===== src/rtl/wdg_pkg.sv =====
`timescale 1ns/1ps
package wdg_pkg;

  typedef enum logic [1:0] {
    WD_LEAD   = 2'd0,
    WD_CLOSED = 2'd1,
    WD_OPEN   = 2'd2,
    WD_PULSE  = 2'd3
  } wd_state_e;

  function automatic int unsigned max_of4(input int unsigned a, input int unsigned b,
                                          input int unsigned c, input int unsigned d);
    int unsigned m;
    m = a;
    if (b > m) m = b;
    if (c > m) m = c;
    if (d > m) m = d;
    return m;
  endfunction

endpackage


===== src/rtl/wdg_trig_filter.sv =====
`timescale 1ns/1ps
module wdg_trig_filter #(
  parameter int unsigned SYNC     = 2,
  parameter int unsigned MIN_W    = 4,
  parameter bit          ACT_RISE = 1'b1
) (
  input  logic clk,
  input  logic rst,
  input  logic din,
  output logic evt
);
  localparam logic        IDLE_LVL = ACT_RISE ? 1'b0 : 1'b1;
  localparam int unsigned FW       = $clog2(MIN_W + 1);

  logic [SYNC-1:0] sync_q;
  logic            lvl;
  logic            flt_q;
  logic [FW-1:0]   cnt_q;
  logic            evt_q;

  // Synchroniser chain, reset to the idle level so no edge is seen at start.
  always_ff @(posedge clk) begin
    if (rst) sync_q <= {SYNC{IDLE_LVL}};
    else     sync_q <= {sync_q[SYNC-2:0], din};
  end
  assign lvl = sync_q[SYNC-1];

  // Width filter: the new level must persist MIN_W cycles to be accepted.
  always_ff @(posedge clk) begin
    if (rst) begin
      flt_q <= IDLE_LVL;
      cnt_q <= '0;
      evt_q <= 1'b0;
    end else begin
      evt_q <= 1'b0;
      if (lvl != flt_q) begin
        if (cnt_q == FW'(MIN_W - 1)) begin
          flt_q <= lvl;
          cnt_q <= '0;
          evt_q <= (lvl != IDLE_LVL);
        end else begin
          cnt_q <= cnt_q + 1'b1;
        end
      end else begin
        cnt_q <= '0;
      end
    end
  end
  assign evt = evt_q;

  AST_EVT_SINGLE: assert property (@(posedge clk) disable iff (rst) evt_q |=> !evt_q);

endmodule


===== src/rtl/wdg_tick_timer.sv =====
`timescale 1ns/1ps
module wdg_tick_timer #(
  parameter int unsigned W       = 12,
  parameter int unsigned RST_VAL = 1
) (
  input  logic         clk,
  input  logic         rst,
  input  logic         tick,
  input  logic         load,
  input  logic [W-1:0] load_val,
  output logic         expire
);
  logic [W-1:0] cnt_q;

  always_ff @(posedge clk) begin
    if (rst)                        cnt_q <= W'(RST_VAL);
    else if (load)                  cnt_q <= load_val;
    else if (tick && cnt_q != '0)   cnt_q <= cnt_q - 1'b1;
  end

  // The N-th tick after a load of N ends the interval.
  assign expire = tick && (cnt_q == W'(1));

endmodule


===== src/rtl/wdg_seq_fsm.sv =====
`timescale 1ns/1ps
module wdg_seq_fsm
  import wdg_pkg::*;
#(
  parameter int unsigned LEAD_T   = 3922,
  parameter int unsigned CLOSED_T = 800,
  parameter int unsigned OPEN_T   = 840,
  parameter int unsigned PULSE_T  = 157
) (
  input  logic clk,
  input  logic rst,
  input  logic tick,
  input  logic trig,
  input  logic run,
  output logic pulse_nxt
);
  localparam int unsigned MAX_T = max_of4(LEAD_T, CLOSED_T, OPEN_T, PULSE_T);
  localparam int unsigned TW    = $clog2(MAX_T + 1);

  wd_state_e     state_q, state_d;
  logic          ld;
  logic [TW-1:0] lv;
  logic          tmr_exp;

  wdg_tick_timer #(.W(TW), .RST_VAL(LEAD_T)) u_win (
    .clk      (clk),
    .rst      (rst),
    .tick     (tick),
    .load     (ld),
    .load_val (lv),
    .expire   (tmr_exp)
  );

  always_comb begin
    state_d = state_q;
    ld      = 1'b0;
    lv      = TW'(LEAD_T);
    if (!run) begin
      state_d = WD_LEAD;
      ld      = 1'b1;
    end else begin
      unique case (state_q)
        WD_LEAD: begin
          if (trig) begin
            state_d = WD_CLOSED; ld = 1'b1; lv = TW'(CLOSED_T);
          end else if (tmr_exp) begin
            state_d = WD_PULSE;  ld = 1'b1; lv = TW'(PULSE_T);
          end
        end
        WD_CLOSED: begin
          if (trig) begin
            state_d = WD_PULSE;  ld = 1'b1; lv = TW'(PULSE_T);
          end else if (tmr_exp) begin
            state_d = WD_OPEN;   ld = 1'b1; lv = TW'(OPEN_T);
          end
        end
        WD_OPEN: begin
          if (trig) begin
            state_d = WD_CLOSED; ld = 1'b1; lv = TW'(CLOSED_T);
          end else if (tmr_exp) begin
            state_d = WD_PULSE;  ld = 1'b1; lv = TW'(PULSE_T);
          end
        end
        WD_PULSE: begin
          if (tmr_exp) begin
            state_d = WD_LEAD;   ld = 1'b1; lv = TW'(LEAD_T);
          end
        end
        default: begin
          state_d = WD_LEAD; ld = 1'b1;
        end
      endcase
    end
  end

  always_ff @(posedge clk) begin
    if (rst) state_q <= WD_LEAD;
    else     state_q <= state_d;
  end

  assign pulse_nxt = (state_d == WD_PULSE);

  AST_EARLY_TRIG:  assert property (@(posedge clk) disable iff (rst) (state_q == WD_CLOSED && trig && run) |=> (state_q == WD_PULSE));
  AST_OPEN_TRIG:   assert property (@(posedge clk) disable iff (rst) (state_q == WD_OPEN && trig && run) |=> (state_q == WD_CLOSED));
  AST_PULSE_KEEP:  assert property (@(posedge clk) disable iff (rst) (state_q == WD_PULSE && run && !tick) |=> (state_q == WD_PULSE));
  AST_IDLE_LEAD:   assert property (@(posedge clk) disable iff (rst) !run |=> (state_q == WD_LEAD));

endmodule


===== src/rtl/wdg_window_watchdog.sv =====
`timescale 1ns/1ps
module wdg_window_watchdog #(
  parameter int unsigned LEAD_T   = 3922,
  parameter int unsigned CLOSED_T = 800,
  parameter int unsigned OPEN_T   = 840,
  parameter int unsigned PULSE_T  = 157,
  parameter int unsigned UV_HOLD  = 800,
  parameter int unsigned MIN_W    = 375,
  parameter int unsigned SYNC     = 2
) (
  input  logic clk,
  input  logic rst,
  input  logic tick_i,
  input  logic trig_pos_i,
  input  logic trig_neg_i,
  input  logic active_i,
  input  logic dbg_off_i,
  input  logic uv_low_i,
  output logic rst_n_o
);
  localparam int unsigned NTRIG_IN = 2;
  localparam int unsigned UW       = $clog2(UV_HOLD + 1);

  logic [NTRIG_IN-1:0] trig_raw;
  logic [NTRIG_IN-1:0] trig_evt;
  logic                trig_any;
  logic                wd_act;
  logic                hold_q, hold_d;
  logic                uv_exp;
  logic                run;
  logic                pulse_nxt;
  logic                rst_n_q;

  assign trig_raw = {trig_neg_i, trig_pos_i};

  // Index 0 acts on a rising edge, index 1 on a falling edge.
  for (genvar g = 0; g < NTRIG_IN; g++) begin : g_trig
    wdg_trig_filter #(
      .SYNC     (SYNC),
      .MIN_W    (MIN_W),
      .ACT_RISE (g == 0)
    ) u_flt (
      .clk (clk),
      .rst (rst),
      .din (trig_raw[g]),
      .evt (trig_evt[g])
    );
  end

  assign trig_any = |trig_evt;

  // Undervoltage hold: reloaded while the request is raised, then counts ticks.
  wdg_tick_timer #(.W(UW), .RST_VAL(UV_HOLD)) u_uv (
    .clk      (clk),
    .rst      (rst),
    .tick     (tick_i),
    .load     (uv_low_i),
    .load_val (UW'(UV_HOLD)),
    .expire   (uv_exp)
  );

  always_comb begin
    hold_d = hold_q;
    if (uv_low_i)              hold_d = 1'b1;
    else if (hold_q && uv_exp) hold_d = 1'b0;
  end

  always_ff @(posedge clk) begin
    if (rst) hold_q <= 1'b1;
    else     hold_q <= hold_d;
  end

  assign wd_act = active_i && !dbg_off_i;
  assign run    = wd_act && !hold_q;

  wdg_seq_fsm #(
    .LEAD_T   (LEAD_T),
    .CLOSED_T (CLOSED_T),
    .OPEN_T   (OPEN_T),
    .PULSE_T  (PULSE_T)
  ) u_seq (
    .clk       (clk),
    .rst       (rst),
    .tick      (tick_i),
    .trig      (trig_any),
    .run       (run),
    .pulse_nxt (pulse_nxt)
  );

  always_ff @(posedge clk) begin
    if (rst) rst_n_q <= 1'b0;
    else     rst_n_q <= !(pulse_nxt || hold_d);
  end
  assign rst_n_o = rst_n_q;

  AST_UV_FORCE:     assert property (@(posedge clk) disable iff (rst) uv_low_i |=> !rst_n_q);
  AST_RISE_ON_TICK: assert property (@(posedge clk) disable iff (rst) $rose(rst_n_q) |-> ($past(tick_i) || $past(!wd_act)));

endmodule


===== config.mk =====
export PLATFORM = sky130hd
export DESIGN_NAME = wdg_window_watchdog
export DESIGN_NICKNAME = d
export VERILOG_FILES = /design/src/rtl/wdg_pkg.sv /design/src/rtl/wdg_trig_filter.sv /design/src/rtl/wdg_tick_timer.sv /design/src/rtl/wdg_seq_fsm.sv /design/src/rtl/wdg_window_watchdog.sv
export SDC_FILE = /design/constraint.sdc
export NUM_CORES = 1
export LEC_CHECK = 0
export BUFFER_PORTS_ARGS = -buffer_cell sky130_fd_sc_hd__buf_2
export CORE_ASPECT_RATIO = 0.8
export CORE_MARGIN = 3
export CORE_UTILIZATION = 61
export CTS_CLUSTER_SIZE = 16
export DETAILED_ROUTE_END_ITERATION = 8
export PLACE_DENSITY = 0.91
export REMOVE_ABC_BUFFERS = 1
export SYNTH_ARGS = -nofsm -noshare
export SYNTH_HDL_FRONTEND = slang
export SYNTH_SLANG_ARGS = --single-unit

===== constraint.sdc =====
create_clock -name clk -period 2.4 [get_ports clk]
set_clock_uncertainty 0.15 [all_clocks]
set_input_delay 0.72 -clock clk [delete_from_list [all_inputs] [get_ports clk]]
set_output_delay 0.72 -clock clk [all_outputs]
set_load 0.02 [all_outputs]

==> results.sh <==
export IMPL_status="finished clean"
export IMPL_async_reset_ff_share_pct=0
export IMPL_grt_util_met1_pct=32.3
export IMPL_chipWidth_microns=78.3
export IMPL_cts_root_buf="clkbuf_8"
export IMPL_arrival_ns=2.27
export IMPL_final_layout_size_suffix_gt1_share_pct=12.1
export IMPL_required_ns=2.45
export IMPL_remaining_drc_errors=0
export IMPL_avgRoutedWirePerCell_microns=14.4
export IMPL_p_per_area_nw_per_um2=557
export IMPL_place_ws_ns=-0.0928
export IMPL_fmax_mhz=452
export IMPL_final_fill_count=311
export IMPL_finalMaxSlewViolations=0
export IMPL_avgSynthCellArea_sq_um=8.76
export IMPL_clk_latency_ns=0.30
export IMPL_cts_inserted_buffers=5
export IMPL_synth_adder_area_share_pct=4.42
export IMPL_hp_class="flop to flop"
export IMPL_dr_pass1_iters=5
export IMPL_hpwl_microns=3800
export IMPL_power_internal_w=0.00121
export IMPL_ant_nets=0
export IMPL_hold_buffers=0
export IMPL_first_iter_violations=154
export IMPL_pwr_share_clk_pct=38.4
export IMPL_synth_ff_type="dfxtp_1"
export IMPL_port_buffers=8
export IMPL_htree_levels=2
export IMPL_grt_pass1_vias=1929
export IMPL_cts_tree="done"
export IMPL_routed_wl_microns=5190
export IMPL_synth_xor_xnor_area_share_pct=7.56
export IMPL_syn_instance_count=291
export IMPL_switching_share_pct=21.8
export IMPL_path_class="flop to flop"
export IMPL_ios=9
export IMPL_final_hold_violation_count=0
export IMPL_power_w=0.00155
export IMPL_cap_viol_max_count=0
export IMPL_ys_seq_area_share_pct=40.8
export IMPL_clkSinkCount=52
export IMPL_antenna_found_initial=0
export IMPL_period_share_pct=92.3
export IMPL_busiest_layer="met2"
export IMPL_cts_resized=0
export IMPL_synth_compound_area_share_pct=14.2
export IMPL_worst_path_max_fanout=10
export IMPL_period_minus_slack_ns=2.21
export IMPL_synth_top_family_by_area="simple AND/OR/NAND/NOR gates"
export IMPL_fin_util_pct=71.3
export IMPL_clk_pin_slew_ns=0.09
export IMPL_grt_use_total_pct=22.2
export IMPL_die_area_sq_um=4990
export IMPL_ir_drop_uv=342
export IMPL_areaGrowthSynthToFinish_pct=9.23
export IMPL_ys_warn_count=0
export IMPL_rows=20
export IMPL_overflow=0
export IMPL_cts_setup_buffers=0
export IMPL_synth_cell_type_count=57
export IMPL_grt_use_met3_pct=5.49
export IMPL_p_leak_nw=1.02
export IMPL_layout_nets=321
export IMPL_grt_util_met2_pct=33.1
export IMPL_synth_edf_count=0
export IMPL_rsz0062_at_grt="false"
export IMPL_maxSlewHeadroom_pct=63.6
export IMPL_vias_per_cell=6.10
export IMPL_dieHeight_microns=63.8
export IMPL_vias=2195
export IMPL_seq_power_share_pct=56.9
export IMPL_grt_first_pass_wirelength_microns=8930
export IMPL_diodes=0
export IMPL_p_sw_w=0.000339
export IMPL_tightest_slew_ns=0.541
export IMPL_worstRegToRegCells=5
export IMPL_power_frac_comb_pct=4.7
export IMPL_fin_ws_ns=0.186
export IMPL_core_area_sq_um=3900
export IMPL_holdPathStages=1
export IMPL_initial_core_util_pct=65.3
export IMPL_place_congestion=0.938
export IMPL_critPathLaunchType="flop"
export IMPL_postSynthRegisterBits=52
export IMPL_end_kind="flop"
export IMPL_yosys_area_share_simple_pct=29.4
export IMPL_synth_mux_area_share_pct=0.785
export IMPL_setup_viol=0
export IMPL_clk_path_buf_depth=2
export IMPL_grt_max_degree=17
export IMPL_syn_area_sq_um=2550
metrics by stage:
step / instance area (sq um) / setup TNS [ns] / cells / hold slack, ns
after detailed placement: 2670 / -0.290 / 352 / 0.266
after global routing: 2780 / 0 / 360 / 0.317
after floorplan: 2510 / 0 / 282 / 0.239
final: 2780 / 0 / 360 / 0.292
after global placement: 2670 / -0.0142 / 352 / 0.243
after CTS: 2780 / 0 / 360 / 0.289
sequential cells by signal, indices dropped and copies added, names as in the netlist:
name                 count
u_seq.state_q            2
u_uv.cnt_q              10
g_trig.u_flt.flt_q       2
hold_q                   1
g_trig.u_flt.cnt_q      18
g_trig.u_flt.evt         2
g_trig.u_flt.sync_q      4
rst_n_o                  1
u_seq.u_win.cnt_q       12
power by group through the flow:
| stage | clock network (W) | registers (W) | logic [W] |
|---|---|---|---|
| finish | 0.000596 | 0.000882 | 0.0000723 |
| global route | 0.000638 | 0.000884 | 0.0000809 |
| CTS | 0.000604 | 0.000882 | 0.0000719 |
| detailed placement | 0 | 0.000902 | 0.0000710 |
| global placement | 0 | 0.000901 | 0.0000691 |
| floorplan | 0 | 0.000900 | 0.0000445 |
cell type report:
type	count	area (sq um)	area share, %
flip-flops and latches	52	1040	37.4
clock buffers	5	68.8	2.47
repair buffers	15	92.6	3.33
well taps	55	68.8	2.47
multi-input cells	221	1440	51.6
clock inverters	3	42.5	1.53
inverters	9	33.8	1.21
cells in the final DEF, fill, tap and decap left out, drive strengths merged, types with 2 or more instances in the layout:
cell    Yosys  routed
dfxtp      52      52
xnor2       9       9
nand2      22      22
or3         8       8
a21oi       6       6
a221o       2       2
ha          9       9
xor2       13      13
nand4       9       9
o21ai      12      12
inv         9       9
buf         3      15
nor3        8       8
mux2i       2       2
and2        3       3
and3        6       6
o31ai       2       2
o21a        2       2
nor2       42      42
and4        3       3
nand3      15      15
clkbuf      6       5
or4         4       4
a21o        3       3
a22oi       2       2
a31oi       2       2
nor4        8       8
nor2b       2       2
nor3b       2       2
or2         3       3
cell families (layout without fill, tap and decap cells):
group	Yosys count	count (layout)
xor+xnor	22	22
mux	2	2
fa+ha+maj	9	9
simple gates	139	139
buf+inv	18	32
flops	52	52
compound gates	49	49
routing by layer:
| metal | share of wire [%] | up-vias |
|---|---|---|
| met5 | 0 | - |
| met4 | 0.64 | 0 |
| met3 | 8.3 | 5 |
| met2 | 44 | 82 |
| met1 | 47 | 1031 |
| li1 | - | 1077 |
synthesized netlist by cell type (2+ instances only):
| master | count | area share, % |
|---|---|---|
| ha_1 | 9 | 4.4 |
| clkbuf_1 | 6 | 0.88 |
| a21o_1 | 3 | 0.88 |
| or2_2 | 3 | 0.74 |
| nor2b_1 | 2 | 0.49 |
| nand3_1 | 15 | 2.9 |
| xnor2_1 | 9 | 3.1 |
| a21oi_1 | 6 | 1.2 |
| nor3_2 | 3 | 1.2 |
| nor4_1 | 7 | 1.7 |
| nor3b_1 | 2 | 0.59 |
| xor2_1 | 13 | 4.5 |
| dfxtp_1 | 52 | 41 |
| and3_1 | 6 | 1.5 |
| a221o_1 | 2 | 0.79 |
| o21ai_0 | 12 | 2.4 |
| inv_1 | 9 | 1.3 |
| and2_1 | 2 | 0.49 |
| o31ai_1 | 2 | 0.59 |
| nand4_2 | 2 | 0.98 |
| nor2_1 | 42 | 6.2 |
| or3_1 | 8 | 2.0 |
| and4_1 | 3 | 1.0 |
| a22oi_1 | 2 | 0.59 |
| nand2_1 | 22 | 3.2 |
| nand4_1 | 7 | 1.7 |
| buf_2 | 3 | 0.59 |
| a31oi_1 | 2 | 0.49 |
| or4_1 | 4 | 1.2 |
| mux2i_1 | 2 | 0.79 |
| nor3_1 | 5 | 0.98 |
final timing paths:
path                                                 from                   endpoint  slack [ns]
worst max-delay path                 u_seq.u_win.cnt_q[7]       u_seq.u_win.cnt_q[4]        0.19
worst max register to register       u_seq.u_win.cnt_q[7]       u_seq.u_win.cnt_q[4]        0.19
worst min register to register  g_trig[1].u_flt.sync_q[0]  g_trig[1].u_flt.sync_q[1]        0.29
worst min-delay path            g_trig[1].u_flt.sync_q[0]  g_trig[1].u_flt.sync_q[1]        0.29
critical path: stages (launching register included):
cell and delay (ns):
dfxtp_1 0.40, nor4_4 0.47, a41o_1 0.46, and3_1 0.34, a32oi_1 0.09, o22a_1 0.21
(Power assumes the default switching activity.)
